File: src/rtl/iso_gate_pkg.sv
// Package: shared constants for the isolated gate driver.
// Assumes one enable bit placed directly above the divisor field.
package iso_gate_pkg;
    localparam int DIV_W    = 12;  // divisor field width; enable sits at bit DIV_W
    localparam int REG_DATA = 0;   // word index of the output data register
    localparam int REG_RATE = 1;   // word index of the rate/enable register
endpackage

File: src/rtl/iso_gate_regs.sv
// Module: register file and bus decode.
// Holds the data and rate registers, produces a one-cycle restart pulse on
// any rate write, and returns registered read data one clock after a read.
// Assumes at most one of bus_wr/bus_rd per cycle is meaningful per word.
module iso_gate_regs #(
    parameter int DATA_W = 32,
    parameter int ADDR_W = 4,
    parameter int DIV_W  = iso_gate_pkg::DIV_W
) (
    input  logic              clk,
    input  logic              rst_n,
    input  logic              bus_wr,
    input  logic              bus_rd,
    input  logic [ADDR_W-1:0] bus_addr,
    input  logic [DATA_W-1:0] bus_wdata,
    output logic [DATA_W-1:0] bus_rdata,
    output logic [DATA_W-1:0] data_q,
    output logic [DIV_W-1:0]  div_q,
    output logic              en_q,
    output logic              restart,
    output logic [DIV_W-1:0]  div_next
);
    localparam int RATE_W = DIV_W + 1;

    logic hit_data;
    logic hit_rate;
    logic [DATA_W-1:0] rd_mux;

    // Address decode for the two mapped words.
    always_comb begin
        hit_data = (bus_addr == ADDR_W'(iso_gate_pkg::REG_DATA));
        hit_rate = (bus_addr == ADDR_W'(iso_gate_pkg::REG_RATE));
        restart  = bus_wr && hit_rate;
        div_next = bus_wdata[DIV_W-1:0];
    end

    // Data register update.
    always_ff @(posedge clk) begin
        if (!rst_n)
            data_q <= '0;
        else if (bus_wr && hit_data)
            data_q <= bus_wdata;
    end

    // Rate register update: divisor and enable only; upper bits dropped.
    always_ff @(posedge clk) begin
        if (!rst_n) begin
            div_q <= '0;
            en_q  <= 1'b0;
        end else if (restart) begin
            div_q <= bus_wdata[DIV_W-1:0];
            en_q  <= bus_wdata[DIV_W];
        end
    end

    // Read source select; unmapped words read as zero.
    always_comb begin
        if (hit_data)
            rd_mux = data_q;
        else if (hit_rate)
            rd_mux = DATA_W'({en_q, div_q});
        else
            rd_mux = '0;
    end

    // Read data register, loaded only on a read strobe.
    always_ff @(posedge clk) begin
        if (!rst_n)
            bus_rdata <= '0;
        else if (bus_rd)
            bus_rdata <= rd_mux;
    end

    // Width sanity for the packed rate readback.
    initial begin
        if (RATE_W > DATA_W) $display("iso_gate_regs: rate field wider than bus");
    end
endmodule

File: src/rtl/iso_gate_carrier.sv
// Module: carrier generator.
// A down-counter reloads with divisor+1 and toggles the phase flip-flop each
// time it reaches zero, so every half-period lasts divisor+2 clocks.
// A restart pulse reloads from the incoming divisor and forces phase low.
// Assumes the enable only changes together with a restart pulse.
module iso_gate_carrier #(
    parameter int DIV_W = iso_gate_pkg::DIV_W
) (
    input  logic             clk,
    input  logic             rst_n,
    input  logic             en,
    input  logic [DIV_W-1:0] div_q,
    input  logic             restart,
    input  logic [DIV_W-1:0] div_next,
    output logic             phase,
    output logic [DIV_W:0]   cnt_o
);
    localparam int CNT_W = DIV_W + 1;

    logic [CNT_W-1:0] cnt_q;
    logic [CNT_W-1:0] reload_run;
    logic [CNT_W-1:0] reload_new;

    // Reload values: one less than the half-period length.
    always_comb begin
        reload_run = CNT_W'(div_q)    + CNT_W'(1);
        reload_new = CNT_W'(div_next) + CNT_W'(1);
    end

    // Counter and phase sequencing.
    always_ff @(posedge clk) begin
        if (!rst_n) begin
            cnt_q <= '0;
            phase <= 1'b0;
        end else if (restart) begin
            cnt_q <= reload_new;
            phase <= 1'b0;
        end else if (!en) begin
            phase <= 1'b0;
        end else if (cnt_q == '0) begin
            cnt_q <= reload_run;
            phase <= ~phase;
        end else begin
            cnt_q <= cnt_q - CNT_W'(1);
        end
    end

    assign cnt_o = cnt_q;
endmodule

File: src/rtl/iso_gate_lanes.sv
// Module: per-lane gating and output registers.
// User lanes carry (data AND enable AND phase); the top lane carries the
// carrier gated by the enable only and serves as a reference.
// Assumes NUM_OUT >= 2.
module iso_gate_lanes #(
    parameter int NUM_OUT = 32
) (
    input  logic               clk,
    input  logic               rst_n,
    input  logic               en,
    input  logic               phase,
    input  logic [NUM_OUT-2:0] user_on,
    output logic [NUM_OUT-1:0] drive
);
    logic live;

    // Shared carrier gate.
    always_comb live = en & phase;

    for (genvar g = 0; g < NUM_OUT; g++) begin : g_lane
        if (g == NUM_OUT - 1) begin : g_ref
            // Reference lane register: carrier whenever enabled.
            always_ff @(posedge clk) begin
                if (!rst_n) drive[g] <= 1'b0;
                else        drive[g] <= live;
            end
        end else begin : g_user
            // User lane register: carrier gated by its data bit.
            always_ff @(posedge clk) begin
                if (!rst_n) drive[g] <= 1'b0;
                else        drive[g] <= live & user_on[g];
            end
        end
    end
endmodule

File: src/rtl/iso_gate_driver.sv
// Module: top of the transformer-coupled isolated gate driver.
// Ties the register file, carrier generator and lane gating together.
// Assumes NUM_OUT <= DATA_W and a single clock domain.
module iso_gate_driver #(
    parameter int DATA_W  = 32,
    parameter int ADDR_W  = 4,
    parameter int NUM_OUT = 32,
    parameter int DIV_W   = iso_gate_pkg::DIV_W
) (
    input  logic              clk,
    input  logic              rst_n,
    input  logic              bus_wr,
    input  logic              bus_rd,
    input  logic [ADDR_W-1:0] bus_addr,
    input  logic [DATA_W-1:0] bus_wdata,
    output logic [DATA_W-1:0] bus_rdata,
    output logic [NUM_OUT-1:0] gate_drive
);
    logic [DATA_W-1:0] data_q;
    logic [DIV_W-1:0]  div_q;
    logic              rate_en;
    logic              rate_restart;
    logic [DIV_W-1:0]  div_next;
    logic              carrier_phase;
    logic [DIV_W:0]    carrier_cnt;

    iso_gate_regs #(
        .DATA_W(DATA_W), .ADDR_W(ADDR_W), .DIV_W(DIV_W)
    ) u_regs (
        .clk(clk), .rst_n(rst_n),
        .bus_wr(bus_wr), .bus_rd(bus_rd), .bus_addr(bus_addr),
        .bus_wdata(bus_wdata), .bus_rdata(bus_rdata),
        .data_q(data_q), .div_q(div_q), .en_q(rate_en),
        .restart(rate_restart), .div_next(div_next)
    );

    iso_gate_carrier #(
        .DIV_W(DIV_W)
    ) u_car (
        .clk(clk), .rst_n(rst_n),
        .en(rate_en), .div_q(div_q),
        .restart(rate_restart), .div_next(div_next),
        .phase(carrier_phase), .cnt_o(carrier_cnt)
    );

    iso_gate_lanes #(
        .NUM_OUT(NUM_OUT)
    ) u_lanes (
        .clk(clk), .rst_n(rst_n),
        .en(rate_en), .phase(carrier_phase),
        .user_on(data_q[NUM_OUT-2:0]),
        .drive(gate_drive)
    );
endmodule

File: config.mk
export PLATFORM = sky130hd
export DESIGN_NAME = iso_gate_driver
export DESIGN_NICKNAME = d
export VERILOG_FILES = /design/src/rtl/iso_gate_pkg.sv /design/src/rtl/iso_gate_regs.sv /design/src/rtl/iso_gate_carrier.sv /design/src/rtl/iso_gate_lanes.sv /design/src/rtl/iso_gate_driver.sv
export SDC_FILE = /design/constraint.sdc
export NUM_CORES = 1
export LEC_CHECK = 0
export BUFFER_PORTS_ARGS = -buffer_cell sky130_fd_sc_hd__buf_4
export CAP_MARGIN = 10
export CELL_PAD_IN_SITES_DETAIL_PLACEMENT = 1
export CELL_PAD_IN_SITES_GLOBAL_PLACEMENT = 1
export CORE_MARGIN = 1.5
export CORE_UTILIZATION = 30
export CTS_CLUSTER_SIZE = 12
export DETAILED_ROUTE_END_ITERATION = 12
export HOLD_SLACK_MARGIN = 0.15
export PLACE_DENSITY_LB_ADDON = 0.1
export SLEW_MARGIN = 0
export SYNTH_ARGS = -nofsm -noshare
export SYNTH_HDL_FRONTEND = slang
export SYNTH_SLANG_ARGS = --single-unit
File: constraint.sdc
create_clock -name clk -period 2.4 [get_ports clk]
set_input_delay 0.36 -clock clk [delete_from_list [all_inputs] [get_ports clk]]
set_output_delay 0.36 -clock clk [all_outputs]
set_load 0.01 [all_outputs]
==> results.md, run 1 <==
GRT:
- For this run, global-route usage on met3 was measured as 0.0464.
- The total grt overflow is 0.
- The via count of the first global-routing pass came to about 4800.
- The number of antenna violations at the first check in global routing is 0.
- The first global-routing pass estimated around 26000 µm of wire.
- Across every metal layer, demand over resource in global routing totals 0.190.
- In this run the most used layer during global routing was met2.
- The met1 track demand over resource in global routing is 0.240.
- The global-route met2 utilization is 0.319.
- The pin count of the biggest net entering global routing is 65.

Floorplanning:
- Row generation in the floorplan step produced 47 rows.
- The overall die height is roughly 130 µm.
- The starting density of the core is 0.307.
- 104 I/O pins were placed.
- The placeable core region is between 0.015 and 0.02 mm².
- The die width is around 130 µm.
- The die covers about 0.018 mm².

Clock tree:
- The clock buffer count from CTS is 17.
- Clock tree synthesis selected as its root buffer the cell sky130_fd_sc_hd__clkbuf_16.
- At the later pin of the worst-skew pair, clock insertion delay measures around 0.42 ns.
- The clock-pin slew on the worst setup and hold paths is ~0.060 ns.
- The number of gates resized after CTS was 0.
- Once the clock tree was built, the setup fixing pass inserted 0 buffers.
- The clock tree synthesis step divided the H-tree into 4 levels.
- The count of hold buffers inserted by post-cts repair is 0.
- Counting along the longest clock path gives a buffer depth of 2.
- Clock tree synthesis found a total of between 100 and 150 sinks.
- The clock tree from TritonCTS is yes.

STA:
- The worst-margin pin slew is just over 0.6 ns.
- The share of the clock period used by the worst path is 0.907.
- The clock period minus worst slack is between 2 and 2.5 ns.
- The worst-case headroom to the max-slew limit is 0.592.
- The peak clock frequency supported by timing is approximately 460 MHz.
- Setup violations remaining at the end of the flow were counted as 0.
- The final number of max-transition violations came to 0.
- Setup repair after global routing left no endpoint under its margin.
- The total negative slack for setup checks is 0 ns.
- The hold violation total from the final report is 0.
- Setup slack closes at 0.224 ns.
- The final clock skew is 0.00541 ns.

Worst hold path:
- The path class of the tightest hold or removal check is input port to flop.

Yosys:
- The share of synthesized area in the top cell type comes to 0.484.
- Synthesis handed over a netlist of around 600 instances.
- In the post-synthesis netlist, the biggest area contributors are sky130_fd_sc_hd__dfxtp_1 48%, sky130_fd_sc_hd__nand2_1 8.0%, sky130_fd_sc_hd__a21oi_1 7.1%, sky130_fd_sc_hd__and2_1 4.2%, sky130_fd_sc_hd__nand3_1 3.3%.
- The async set-or-reset flop fraction in the synthesized netlist is 0.
- The average cell area after synthesis is around 8.5 µm².
- The library cell with the largest summed area after synthesis is sky130_fd_sc_hd__dfxtp_1.
- The number of synthesized flops with an enable pin is 0.
- The warning count from the yosys run is 0.
- Yosys mapped the design onto 54 distinct sky130hd cell types.
- When the netlist entered floorplanning its net count stood at around 650.
- In this run, synthesis produced a sequential element count of 123.
- The total standard cell area after synthesis is 0.00508 mm².
- The cell with the most instances after synthesis is sky130_fd_sc_hd__dfxtp_1.
- In the synthesized netlist the dominant register cell turns out to be sky130_fd_sc_hd__dfxtp_1.
- The post-synthesis sequential area ratio is 0.484.
- In the synthesized netlist, the cells that appear most often are 123 x sky130_fd_sc_hd__dfxtp_1, 109 x sky130_fd_sc_hd__nand2_1, 72 x sky130_fd_sc_hd__a21oi_1, 39 x sky130_fd_sc_hd__clkbuf_1.

Power:
- The leakage component of the power is ~2.5 nW.
- VDD sags by at most between 500 and 600 µV.
- The power per cell area is between 700 and 800 mW/mm².

Detailed routing:
- The count of routing violations after the opening detailed-route iteration is about 170.
- After detailed routing, the number of remaining DRC violations is 0.
- The detail-routed via count per cell is roughly 4.9.
- The detailed router placed around 4600 vias in this run.
- The final antenna-violating net count is 0.
- After detailed routing, the total wire length is approximately 16000 µm.
- The first detailed-routing pass took 5 iterations.
- The detailed-route wire length per cell is 17.3 µm.

Job:
- The max-cap check violation count is 0.

Layout:
- Of the cells placed in the final design, the portion with a size suffix greater than 1 is 0.226.
- The number of antenna diodes is 0.
- For this run, the post-layout net count is approximately 740.
- The layout overhead on the synthesized area is 30.9%.

Setup path:
- The category of the worst setup path capture point is a flop.
- The type of element launching the critical path is a flop.
- Along the worst path, the maximum fanout reaches 9.
- Data on the critical path is required at its endpoint by around 2.7 ns.
- The worst setup path is of the flop to flop kind.
- The arrival time of the worst setup path is about 2.5 ns.

Status:
- The flow ran to the end, and the final reports show no timing, DRC or antenna violations.

Placement:
- The final weighted congestion in routability-driven placement is 0.857.
- Detailed placement ended at an HPWL of roughly 11000 µm.
- Before CTS, the worst setup slack after placement is between 0.2 and 0.3 ns.
- The number of I/O port buffers is roughly 100.
per-stage QoR:
step	cell area [µm²]	power [mW]	hold WS, ns	cells	util
after floorplan	5080	2.35	0.437	601	-
after global placement	6100	2.51	0.450	896	0.368
after detailed placement	6100	2.52	0.457	896	0.368
after CTS	6650	4.95	0.174	928	0.401
after global routing	6650	5.07	0.193	928	0.401
final	6650	4.89	0.191	928	0.401
worst paths after layout:
path | depth (start not counted) | endpoint | startpoint | slack (ns)
worst min-delay path | 3 | u_regs.data_q[13] | bus_wdata[13] | 0.19
worst min register to register | 2 | u_regs.data_q[31] | u_regs.data_q[31] | 0.46
worst max-delay path | 5 | u_car.cnt_o[1] | u_car.cnt_o[5] | 0.22
worst max register to register | 5 | u_car.cnt_o[1] | u_car.cnt_o[5] | 0.22
flip-flops by register name (all words and copies together) (netlist names):
register / cells
u_regs.data_q: 32
u_regs.bus_rdata: 32
u_lanes.drive: 32
u_car.cnt_o: 13
u_regs.div_q: 12
u_car.phase: 1
u_regs.en_q: 1
logic make-up (layout without fill, tap and decap cells):
kind of cell / after synthesis / after routing / synth area share
compound gates: 136 / 136 / 0.165
xor+xnor: 23 / 23 / 0.0396
fa+ha+maj: 4 / 4 / 0.00984
buf+inv: 50 / 157 / 0.0391
flops: 123 / 123 / 0.484
mux: 3 / 3 / 0.00591
simple gates: 262 / 262 / 0.256
worst max-delay path, cell delays in order, from the launching register on:
cell and delay, ns:
sky130_fd_sc_hd__dfxtp_1 0.38, sky130_fd_sc_hd__nor4_2 0.59, sky130_fd_sc_hd__and4_1 0.57, sky130_fd_sc_hd__mux2i_1 0.23, sky130_fd_sc_hd__a21oi_1 0.08, sky130_fd_sc_hd__a31o_2 0.22
cells in the final DEF (no fill, tap or decap), types with 6 or more instances in the layout:
cell / n
sky130_fd_sc_hd__nand3_1: 34
sky130_fd_sc_hd__nor4_1: 6
sky130_fd_sc_hd__a211oi_1: 16
sky130_fd_sc_hd__nor3_1: 6
sky130_fd_sc_hd__nand2b_1: 19
sky130_fd_sc_hd__and2_1: 35
sky130_fd_sc_hd__nand2_1: 109
sky130_fd_sc_hd__xor2_1: 10
sky130_fd_sc_hd__o211ai_1: 6
sky130_fd_sc_hd__clkbuf_16: 17
sky130_fd_sc_hd__a22oi_1: 14
sky130_fd_sc_hd__buf_4: 118
sky130_fd_sc_hd__xnor2_1: 13
sky130_fd_sc_hd__nor2_1: 27
sky130_fd_sc_hd__dfxtp_1: 123
sky130_fd_sc_hd__a21oi_1: 72
routing by layer:
metal  vias to the layer above  part of all wire  routed length [µm]
met4                         0             0.013                 209
met3                        18             0.040                 637
met2                        98              0.49                7790
met1                      2183              0.46                7420
li1                       2267                 -                   -
met5                         -                 0                   0
power by group:
part | switching, mW | internal [mW]
Clock | 0.945 | 1.47
Combinational | 0.218 | 0.159
Sequential | 0.0255 | 2.07
layout make-up:
cell class / count / area (µm²)
fillers: 1974 / 9930
clock buffers: 21 / 460
well taps: 220 / 275
multi-input cells: 428 / 2430
clock inverters: 11 / 95.1
inverters: 6 / 22.5
repair buffers: 119 / 906
flip-flops and latches: 123 / 2460
Power figures use the tool's default switching activity.
==> run 2: changes to the inputs <==
--- a/config.mk
+++ b/config.mk
@@ -14,7 +14,8 @@
 export CTS_CLUSTER_SIZE = 12
 export DETAILED_ROUTE_END_ITERATION = 12
 export HOLD_SLACK_MARGIN = 0.15
-export PLACE_DENSITY_LB_ADDON = 0.1
+export PLACE_DENSITY_LB_ADDON = 0.3
+export SETUP_SLACK_MARGIN = 0.05
 export SLEW_MARGIN = 0
 export SYNTH_ARGS = -nofsm -noshare
 export SYNTH_HDL_FRONTEND = slang
==> results.md, run 2 (same netlist as run 1, synthesis figures left out) <==
STA:
- Static timing analysis puts the maximum clock frequency at approximately 450 MHz.
- Setup repair after global routing left no endpoint under its margin.
- The final clock skew is slightly above 0.008 ns.
- The final number of max-transition violations is 0.
- After layout, the worst setup slack is ~0.16 ns.
- Hold is met by roughly 0.19 ns.
- Setup violations remaining at the end of the flow were counted as 0.
- For the pin with the worst max-slew slack, the measured transition is 0.629 ns.
- For the final routed database, the setup TNS stands at 0 ns.
- The share of the clock period used by the worst path is 0.933.
- The hold violation total from the final report is 0.
- In this run the tightest slew margin relative to its limit is 0.577.
- The clock period minus worst slack is around 2.2 ns.

GRT:
- The pin count of the biggest net entering global routing is 65.
- The via count of the first global-routing pass was approximately 4900.
- The total overflow left after global routing is 0.
- The number of antenna violations at the first check in global routing is 0.
- The wire length of the first global-routing pass is about 26000 µm.
- The overall routing resource usage is 0.191.

Clock tree:
- The number of clock buffers added by TritonCTS is 17.
- In this run the clock root is driven by a sky130_fd_sc_hd__clkbuf_16.
- TritonCTS built the clock tree.
- Clock-pin slew was measured on the worst setup and hold paths at about 0.06 ns.
- The clock reaches the later pin of the worst-skew pair after 0.42 ns.
- The clock tree synthesis step divided the H-tree into 4 levels.
- Counting along the longest clock path gives a buffer depth of 2.
- The number of sinks handled by clock tree synthesis is ~120.
- The post-CTS setup repair buffer count is 0.
- The count of hold buffers inserted by post-cts repair is 0.

Layout:
- The number of antenna diodes in the final layout is 0.
- From synthesis to final layout, the design area changed by 33.0%.
- The utilization after layout is 0.408.
- In the layout the commonest cells are 123 x sky130_fd_sc_hd__buf_4, 123 x sky130_fd_sc_hd__dfxtp_1, 109 x sky130_fd_sc_hd__nand2_1.
- The total number of nets in the final design is 745.
- The number of standard cells in the final layout excluding fillers is 934.
- The share of layout cells above drive strength 1 is 0.239.
- The largest registers in the layout are u_lanes.drive: 32 flops, u_regs.bus_rdata: 32 flops, u_regs.data_q: 32 flops.

Setup path:
- The data required time of the worst path is roughly 2.7 ns.
- The minimum setup slack among reg-to-reg paths is about 0.16 ns.
- In this run the critical register-to-register path is captured at u_car.cnt_o[10].
- The largest driver fanout on the critical path is 7.
- The type of element launching the critical path is a flop.
- The path depth of the worst reg2reg path is 7.
- The startpoint identified for the worst register-to-register timing path is u_car.cnt_o[0].
- STA classifies the critical path endpoint as a flop.
- The arrival time of the worst setup path is around 2.6 ns.
- The class of the most critical setup path is flop to flop.

Detailed routing:
- The count of vias placed by the detailed router is 4686.
- The final antenna-violating net count is 0.
- The detail-routed via count per cell is 5.02.
- The pre-antenna-repair detailed-routing pass consisted of 4 iterations.
- The total routed wirelength is about 16000 µm.
- In this run, the number of DRC markers left after iteration 0 of detailed routing was about 280.
- In the routed design, unresolved DRC markers number 0.
- The detailed-route wire length per cell is approximately 17 µm.

Worst hold path:
- Counting instances, the worst hold path has a depth of 3.
- The start point of the worst min-delay path is bus_wdata[20].
- The tightest min-delay check is of the input port to flop type.
- The endpoint with the worst hold slack is u_regs.data_q[20].

Floorplanning:
- The overall die height is 133 µm.
- The I/O pin count is about 100.
- The placeable core region is approximately 0.017 mm².
- The starting density of the core is 0.307.
- The floorplan step set the die width to between 100 and 150 µm.
- The floorplan has 47 rows.
- The die covers 0.0177 mm².

Power:
- The switching portion of total power is 0.246.
- The portion of total power attributed to combinational logic is 0.077.
- The share of total power dissipated in sequential elements is 0.413.
- The internal power summed over all cells is roughly 3.8 mW.
- Dividing total power by cell area gives a power density of 750 mW/mm².
- The portion of total power attributed to the clock network is 0.510.
- The leakage component of the power is between 2 and 3 nW.
- The peak ir drop on the vdd network is 557 µV.
- The net switching power figure is ~1.2 mW.

Placement:
- After legalization and detailed placement, the total HPWL measured ~11000 µm.
- The number of I/O port buffers is between 100 and 150.
- Routability-driven placement finished with a final weighted congestion of approximately 0.90.
- After detailed placement, the design holds a cell count of about 900.
- Before CTS, the worst setup slack after placement is about 0.17 ns.

Status:
- The run finished with clean final reports.

Job:
- The tool flagged a number of max-cap violations equal to 0.
run 2: worst max path at each step:
stage               cells after the start           start  slack, ns              end
global route                            7  u_car.cnt_o[0]       0.09   u_car.cnt_o[1]
global placement                        7  u_car.cnt_o[0]       0.24   u_car.cnt_o[6]
CTS                                     7  u_car.cnt_o[0]       0.09  u_car.cnt_o[10]
floorplan                               7  u_car.cnt_o[0]       0.36   u_car.cnt_o[6]
finish                                  7  u_car.cnt_o[0]       0.16  u_car.cnt_o[10]
detailed placement                      7  u_car.cnt_o[0]       0.17   u_car.cnt_o[6]
run 2: through the flow:
step	power, mW	instance area, µm²
3_3_place_gp	2.51	6160
3_5_place_dp	2.52	6160
5_1_grt	5.26	6760
2_1_floorplan	2.35	5080
4_1_cts	5.10	6750
6_report	5.07	6760
run 2: metal layers:
layer / GRT usage / share of wire
met4: 0.0749 / 0.021
met3: 0.0445 / 0.043
met1: 0.236 / 0.45
met5: 0 / 0
met2: 0.324 / 0.48
run 2: critical path, cell delays in order, from the launching register on:
cell,delay [ns]
sky130_fd_sc_hd__dfxtp_1,0.35
sky130_fd_sc_hd__inv_1,0.10
sky130_fd_sc_hd__ha_2,0.26
sky130_fd_sc_hd__or4b_4,0.52
sky130_fd_sc_hd__or4_1,0.43
sky130_fd_sc_hd__a31oi_1,0.22
sky130_fd_sc_hd__o21ai_1,0.12
sky130_fd_sc_hd__a22oi_2,0.16
run 2: layout make-up:
type                            count  area (µm²)
Fill cell                        1980        9820
Sequential cell                   123        2460
Multi-Input combinational cell    428        2440
Timing Repair Buffer              125         963
Clock buffer                       19         453
Tap cell                          220         275
Clock inverter                     13         141
Inverter                            6        22.5
run 2: power groups by stage:
| stage | Clock, mW | Combinational [mW] | Sequential (mW) |
|---|---|---|---|
| final | 2.59 | 0.389 | 2.10 |
| after global placement | 0 | 0.369 | 2.14 |
| after detailed placement | 0 | 0.379 | 2.14 |
| after global routing | 2.73 | 0.424 | 2.10 |
| after CTS | 2.62 | 0.384 | 2.09 |
| after floorplan | 0 | 0.214 | 2.14 |
run 2: timing repair:
| item | CTS | global route |
|---|---|---|
| endpoints found under the setup margin | 0 | 3 |
| endpoints found under the hold margin | 0 | 0 |
| resized for setup | 0 | 3 |
